`config.mk`:
```
export PLATFORM = sky130hd
export DESIGN_NAME = watchdogCore
export DESIGN_NICKNAME = d
export VERILOG_FILES = /design/src/rtl/wdPkg.sv /design/src/rtl/wdDatapath.sv /design/src/rtl/wdControl.sv /design/src/rtl/watchdogCore.sv
export SDC_FILE = /design/constraint.sdc
export NUM_CORES = 1
export LEC_CHECK = 0
export BUFFER_PORTS_ARGS = -buffer_cell sky130_fd_sc_hd__buf_2
export CORE_ASPECT_RATIO = 0.8
export CORE_MARGIN = 2
export CORE_UTILIZATION = 35
export CTS_BUF_LIST = sky130_fd_sc_hd__clkbuf_8 sky130_fd_sc_hd__clkbuf_16
export CTS_CLUSTER_DIAMETER = 120
export CTS_CLUSTER_SIZE = 24
export DETAILED_ROUTE_END_ITERATION = 16
export PLACE_DENSITY = 0.57
export RECOVER_POWER = 25
export SLEW_MARGIN = 20
export SYNTH_ARGS = -nofsm -noshare
export SYNTH_HDL_FRONTEND = slang
export SYNTH_SLANG_ARGS = --single-unit
```
`constraint.sdc`:
```
create_clock -name clk -period 8.17 [get_ports clk]
set_clock_uncertainty 0.15 [all_clocks]
set_input_delay 0.4085 -clock clk [delete_from_list [all_inputs] [get_ports clk]]
set_output_delay 0.4085 -clock clk [all_outputs]
set_load 0.005 [all_outputs]
```
`src/rtl/wdPkg.sv`:
```
package wdPkg;
  // Commands from the control unit to the count datapath.
  typedef struct packed {
    logic loadNew;  // store new start value and load it into the count
    logic reload;   // copy stored start value into the count
    logic dec;      // step the count down by one
  } cntCmd_t;
endpackage

```
`src/rtl/wdDatapath.sv`:
```
module wdDatapath
  import wdPkg::*;
#(
  parameter int CNT_W = 32
) (
  input  logic             clk,
  input  logic             rstN,
  input  cntCmd_t          cmd,
  input  logic [CNT_W-1:0] loadData,
  output logic [CNT_W-1:0] countVal,
  output logic             countZero
);
  localparam logic [CNT_W-1:0] ALL_ONES = {CNT_W{1'b1}};
  localparam logic [CNT_W-1:0] ONE      = {{(CNT_W-1){1'b0}}, 1'b1};

  logic [CNT_W-1:0] startReg;
  logic [CNT_W-1:0] countReg;

  always_ff @(posedge clk or negedge rstN) begin
    if (!rstN) begin
      startReg <= ALL_ONES;
    end else if (cmd.loadNew) begin
      startReg <= loadData;
    end
  end

  always_ff @(posedge clk or negedge rstN) begin
    if (!rstN) begin
      countReg <= ALL_ONES;
    end else if (cmd.loadNew) begin
      countReg <= loadData;
    end else if (cmd.reload) begin
      countReg <= startReg;
    end else if (cmd.dec) begin
      countReg <= countReg - ONE;
    end
  end

  assign countVal  = countReg;
  assign countZero = (countReg == '0);
endmodule

```
`src/rtl/wdControl.sv`:
```
module wdControl
  import wdPkg::*;
(
  input  logic    clk,
  input  logic    rstN,
  input  logic    loadWr,
  input  logic    intClr,
  input  logic    intEn,
  input  logic    resEn,
  input  logic    countZero,
  output cntCmd_t cmd,
  output logic    rawInt,
  output logic    resOut
);
  logic enPrev;
  logic enRise;
  logic override;
  logic expire;

  always_ff @(posedge clk or negedge rstN) begin
    if (!rstN) enPrev <= 1'b0;
    else       enPrev <= intEn;
  end

  assign enRise   = intEn & ~enPrev;
  assign override = loadWr | intClr | enRise;
  assign expire   = intEn & countZero & ~override;

  always_comb begin
    cmd         = '0;
    cmd.loadNew = loadWr;
    cmd.reload  = ~loadWr & (intClr | enRise | expire);
    cmd.dec     = intEn & ~countZero & ~override;
  end

  always_ff @(posedge clk or negedge rstN) begin
    if (!rstN) begin
      rawInt <= 1'b0;
    end else if (intClr) begin
      rawInt <= 1'b0;
    end else if (expire) begin
      rawInt <= 1'b1;
    end
  end

  always_ff @(posedge clk or negedge rstN) begin
    if (!rstN) begin
      resOut <= 1'b0;
    end else if (expire && rawInt && resEn) begin
      resOut <= 1'b1;
    end
  end
endmodule

```
`src/rtl/watchdogCore.sv`:
```
module watchdogCore
  import wdPkg::*;
#(
  parameter int CNT_W = 32
) (
  input  logic             clk,
  input  logic             rstN,
  input  logic [CNT_W-1:0] loadData,
  input  logic             loadWr,
  input  logic             intClr,
  input  logic             intEn,
  input  logic             resEn,
  output logic [CNT_W-1:0] countVal,
  output logic             rawStat,
  output logic             maskStat,
  output logic             wdInt,
  output logic             wdRes
);
  cntCmd_t cmd;
  logic    countZero;

  wdControl uCtrl (
    .clk       (clk),
    .rstN      (rstN),
    .loadWr    (loadWr),
    .intClr    (intClr),
    .intEn     (intEn),
    .resEn     (resEn),
    .countZero (countZero),
    .cmd       (cmd),
    .rawInt    (rawStat),
    .resOut    (wdRes)
  );

  wdDatapath #(.CNT_W(CNT_W)) uPath (
    .clk       (clk),
    .rstN      (rstN),
    .cmd       (cmd),
    .loadData  (loadData),
    .countVal  (countVal),
    .countZero (countZero)
  );

  assign maskStat = rawStat & intEn;
  assign wdInt    = maskStat;
endmodule

```
==> metrics.md <==
| Metric | Value |
|---|---|
| Outcome | `finished with violations` |
| Failing checks | `capacitance limit, slew limit` |
| WS Path Type | `register to register` |
| Clk_lat worst skew | `0.33 ns` |
| Iteration-0 DRC Markers | `326` |
| Synth Area per Inst | `roughly 10 sq um` |
| Setup crit end kind | `register` |
| Vias in the first global route | `3233` |
| Pwr per Cell Area | `209 nW/um^2` |
| CTS max path bufs | `2` |
| CP Max Fanout | `14` |
| Largest net degree at the start of global routing | `78` |
| Pins Over Slew Limit | `68` |
| Synthesized Nets | `424` |
| Initial antenna violation count | `0` |
| Layout Nets | `around 500` |
| Post-synth ARST share | `100%` |
| IO Count | `74` |
| Final ANT Viol Nets | `0` |
| First-pass GRT wire length | `~18 mm` |
| Initial Util | `between 30% and 40%` |
| Final hold vios | `0` |
| DPL Wire Length | `roughly 7.9 mm` |
| Most frequent cells in the layout | `buf_2 (72), dfstp_2 (64), nand2_1 (34)` |
| Die Y-Extent | `96.5 um` |
| Type of origin of the critical path | `register` |
| Clk slew on worst S/H paths | `0.05 ns` |
| Total power | `930 uW` |
| Max Clk Rate | `0.273 GHz` |
| P_leak | `0.00182 uW` |
| Post-Route WL | `11.5 mm` |
| Yosys Warn Count | `0` |
| Post-synth EDFFs | `0` |
| Library cells used by synthesis | `between 60 and 70` |
| All-Layer GR Usage | `20.9%` |
| Hold_ws | `0.149 ns` |
| Share of cells above drive strength 1 | `approximately two fifths` |
| DRC viols | `0` |
| Peak VDD IR | `0.127 mV` |
| Area of the die | `11500 sq um` |
| Cts bufs inserted | `9` |
| Setup TNS | `0 ns` |
| Post-DR vias/cell | `5.74` |
| Fin crit share | `44.9%` |
| Synthesized cell area | `3740 sq um` |
| RSZ-0062 raised after global routing | `false` |
| Layout Area Growth over Synthesis | `19.2%` |
| CTS tree | `done` |
| Clock sink count | `67` |
| Placer Congestion | `approximately 0.85` |
| Die Wd | `120 um` |
| CP arrival | `3.77 ns` |
| Fin crit period | `3.66 ns` |
| Worst Max-Slew Pin Slew | `3.58 ns` |
| Post-CTS setup buffer count | `0` |
| Max-Cap Viols | `1` |
| # port buffers | `73` |
| # resized after CTS | `0` |
| Area of the core | `10300 sq um` |
| H-tree level count | `3` |
| Seq cells post-synth | `67` |
| Cell count after synthesis | `slightly below 400` |
| Relative slew margins | `-138%` |
| Ant diodes | `0` |
| Worst EP required | `8.28 ns` |
| Site Rows | `33` |
| Top FF cell, synth | `dfstp_2` |
| Final setup vio count | `0` |
| Clk root buf | `clkbuf_16` |
| Sequential fraction of the synthesis area | `between 40% and 50%` |
| Total grt overflow | `0` |
| Routed len/inst | `19.6 um` |
| Most common library cell in the layout ignoring fill and taps | `buf_2` |
| # hold bufs at CTS | `0` |
| Pre-Repair DR Iteration Count | `5` |
| Total number of vias | `3378` |
| Hold Path Class | `input port to register` |
-- worst max-delay path, stage by stage, from the launching register on --
cell and delay [ns]:
dfstp_2 0.38, inv_1 0.07, ha_1 0.20, nor3b_1 0.39, nand3_1 0.44, nor4_4 0.81, nor2_1 0.39, buf_4 0.29
a21o_1 0.16, a221o_1 0.29
-- metrics by stage --
step	std cells	cell area (sq um)	util [%]	setup slack, ns
2_1_floorplan	385	3740	-	5.47
3_3_place_gp	576	4200	40.7	4.76
3_5_place_dp	576	4200	40.7	4.61
4_1_cts	589	4460	43.2	4.58
5_1_grt	589	4460	43.2	3.86
6_report	589	4460	43.2	4.51
-- power breakdown --
group / total (uW) / switching (uW) / internal (uW)
Sequential: 434 / 39.5 / 395
Clock: 347 / 133 / 214
Combinational: 149 / 83.2 / 65.4
-- area by class of cell --
cell class | instances | area [sq um]
Clock inverter | 2 | 7.51
Tap cell | 140 | 175
Timing Repair Buffer | 79 | 405
Fill cell | 1044 | 5860
Sequential cell | 67 | 1760
Inverter | 15 | 56.3
Multi-Input combinational cell | 275 | 1810
Clock buffer | 11 | 253
-- cells in the mapped netlist (3+ instances only) --
cell type / n / share of area [%]
a21o_1: 10 / 2.0
a21oi_1: 7 / 0.94
a221o_1: 3 / 0.80
a222oi_1: 3 / 0.80
a22o_1: 3 / 0.70
a22oi_1: 7 / 1.4
a31oi_1: 3 / 0.50
a32oi_1: 4 / 0.94
buf_1: 5 / 0.50
clkbuf_1: 18 / 1.8
dfrtp_1: 3 / 2.0
dfstp_2: 64 / 45
inv_1: 14 / 1.4
mux2_2: 15 / 4.5
mux2i_1: 3 / 0.80
nand2_1: 34 / 3.4
nand2b_1: 6 / 1.0
nand3_1: 15 / 2.0
nand4_1: 4 / 0.67
nor2_1: 16 / 1.6
nor2b_1: 7 / 1.2
nor3_1: 22 / 2.9
nor4_1: 14 / 2.3
o211ai_1: 7 / 1.4
o21ai_0: 27 / 3.6
o21ai_1: 4 / 0.54
o221ai_1: 4 / 0.94
o22ai_1: 7 / 1.2
o31ai_1: 3 / 0.60
o41ai_1: 3 / 0.70
or3_1: 6 / 1.0
xor2_1: 3 / 0.70
-- sequential cells by signal, indices dropped and copies added (netlist names) --
signal,cells
uPath.countVal,32
uPath.startReg,32
uCtrl.enPrev,1
uCtrl.rawInt,1
uCtrl.resOut,1
-- kinds of logic after synthesis --
logic type / after synthesis / synth area share [%]
AOI/OAI and AO/OA: 112 / 21.7
xor gates and xnor gates: 5 / 1.17
adders and majority gates: 1 / 0.335
buffers and inverters: 43 / 4.88
DFF: 67 / 47.0
muxes: 18 / 5.32
and+or+nand+nor: 139 / 19.6
-- worst paths after layout --
check | startpoint | to | slack [ns] | depth (start not counted)
setup / recovery | uPath.countVal[0] | uPath.countVal[9] | 4.51 | 9
hold / removal | loadData[16] | uPath.countVal[16] | 0.15 | 3
setup reg to reg | uPath.countVal[0] | uPath.countVal[9] | 4.51 | 9
hold reg to reg | uPath.startReg[20] | uPath.startReg[20] | 0.32 | 2
max in group asynchronous | rstN | uCtrl.rawInt | 4.63 | 2
min in group asynchronous | rstN | uCtrl.enPrev | 1.26 | 2
-- layer usage --
layer	routed length, um	share of wire [%]	up-vias	track usage, %
met1	5680	49	1649	30.7
met5	0	0	-	0
met2	4770	41	137	29.9
met4	198	1.7	0	6.96
met3	868	7.5	18	5.34
li1	-	-	1574	-
No activity file was read; power rests on OpenSTA's default activity.
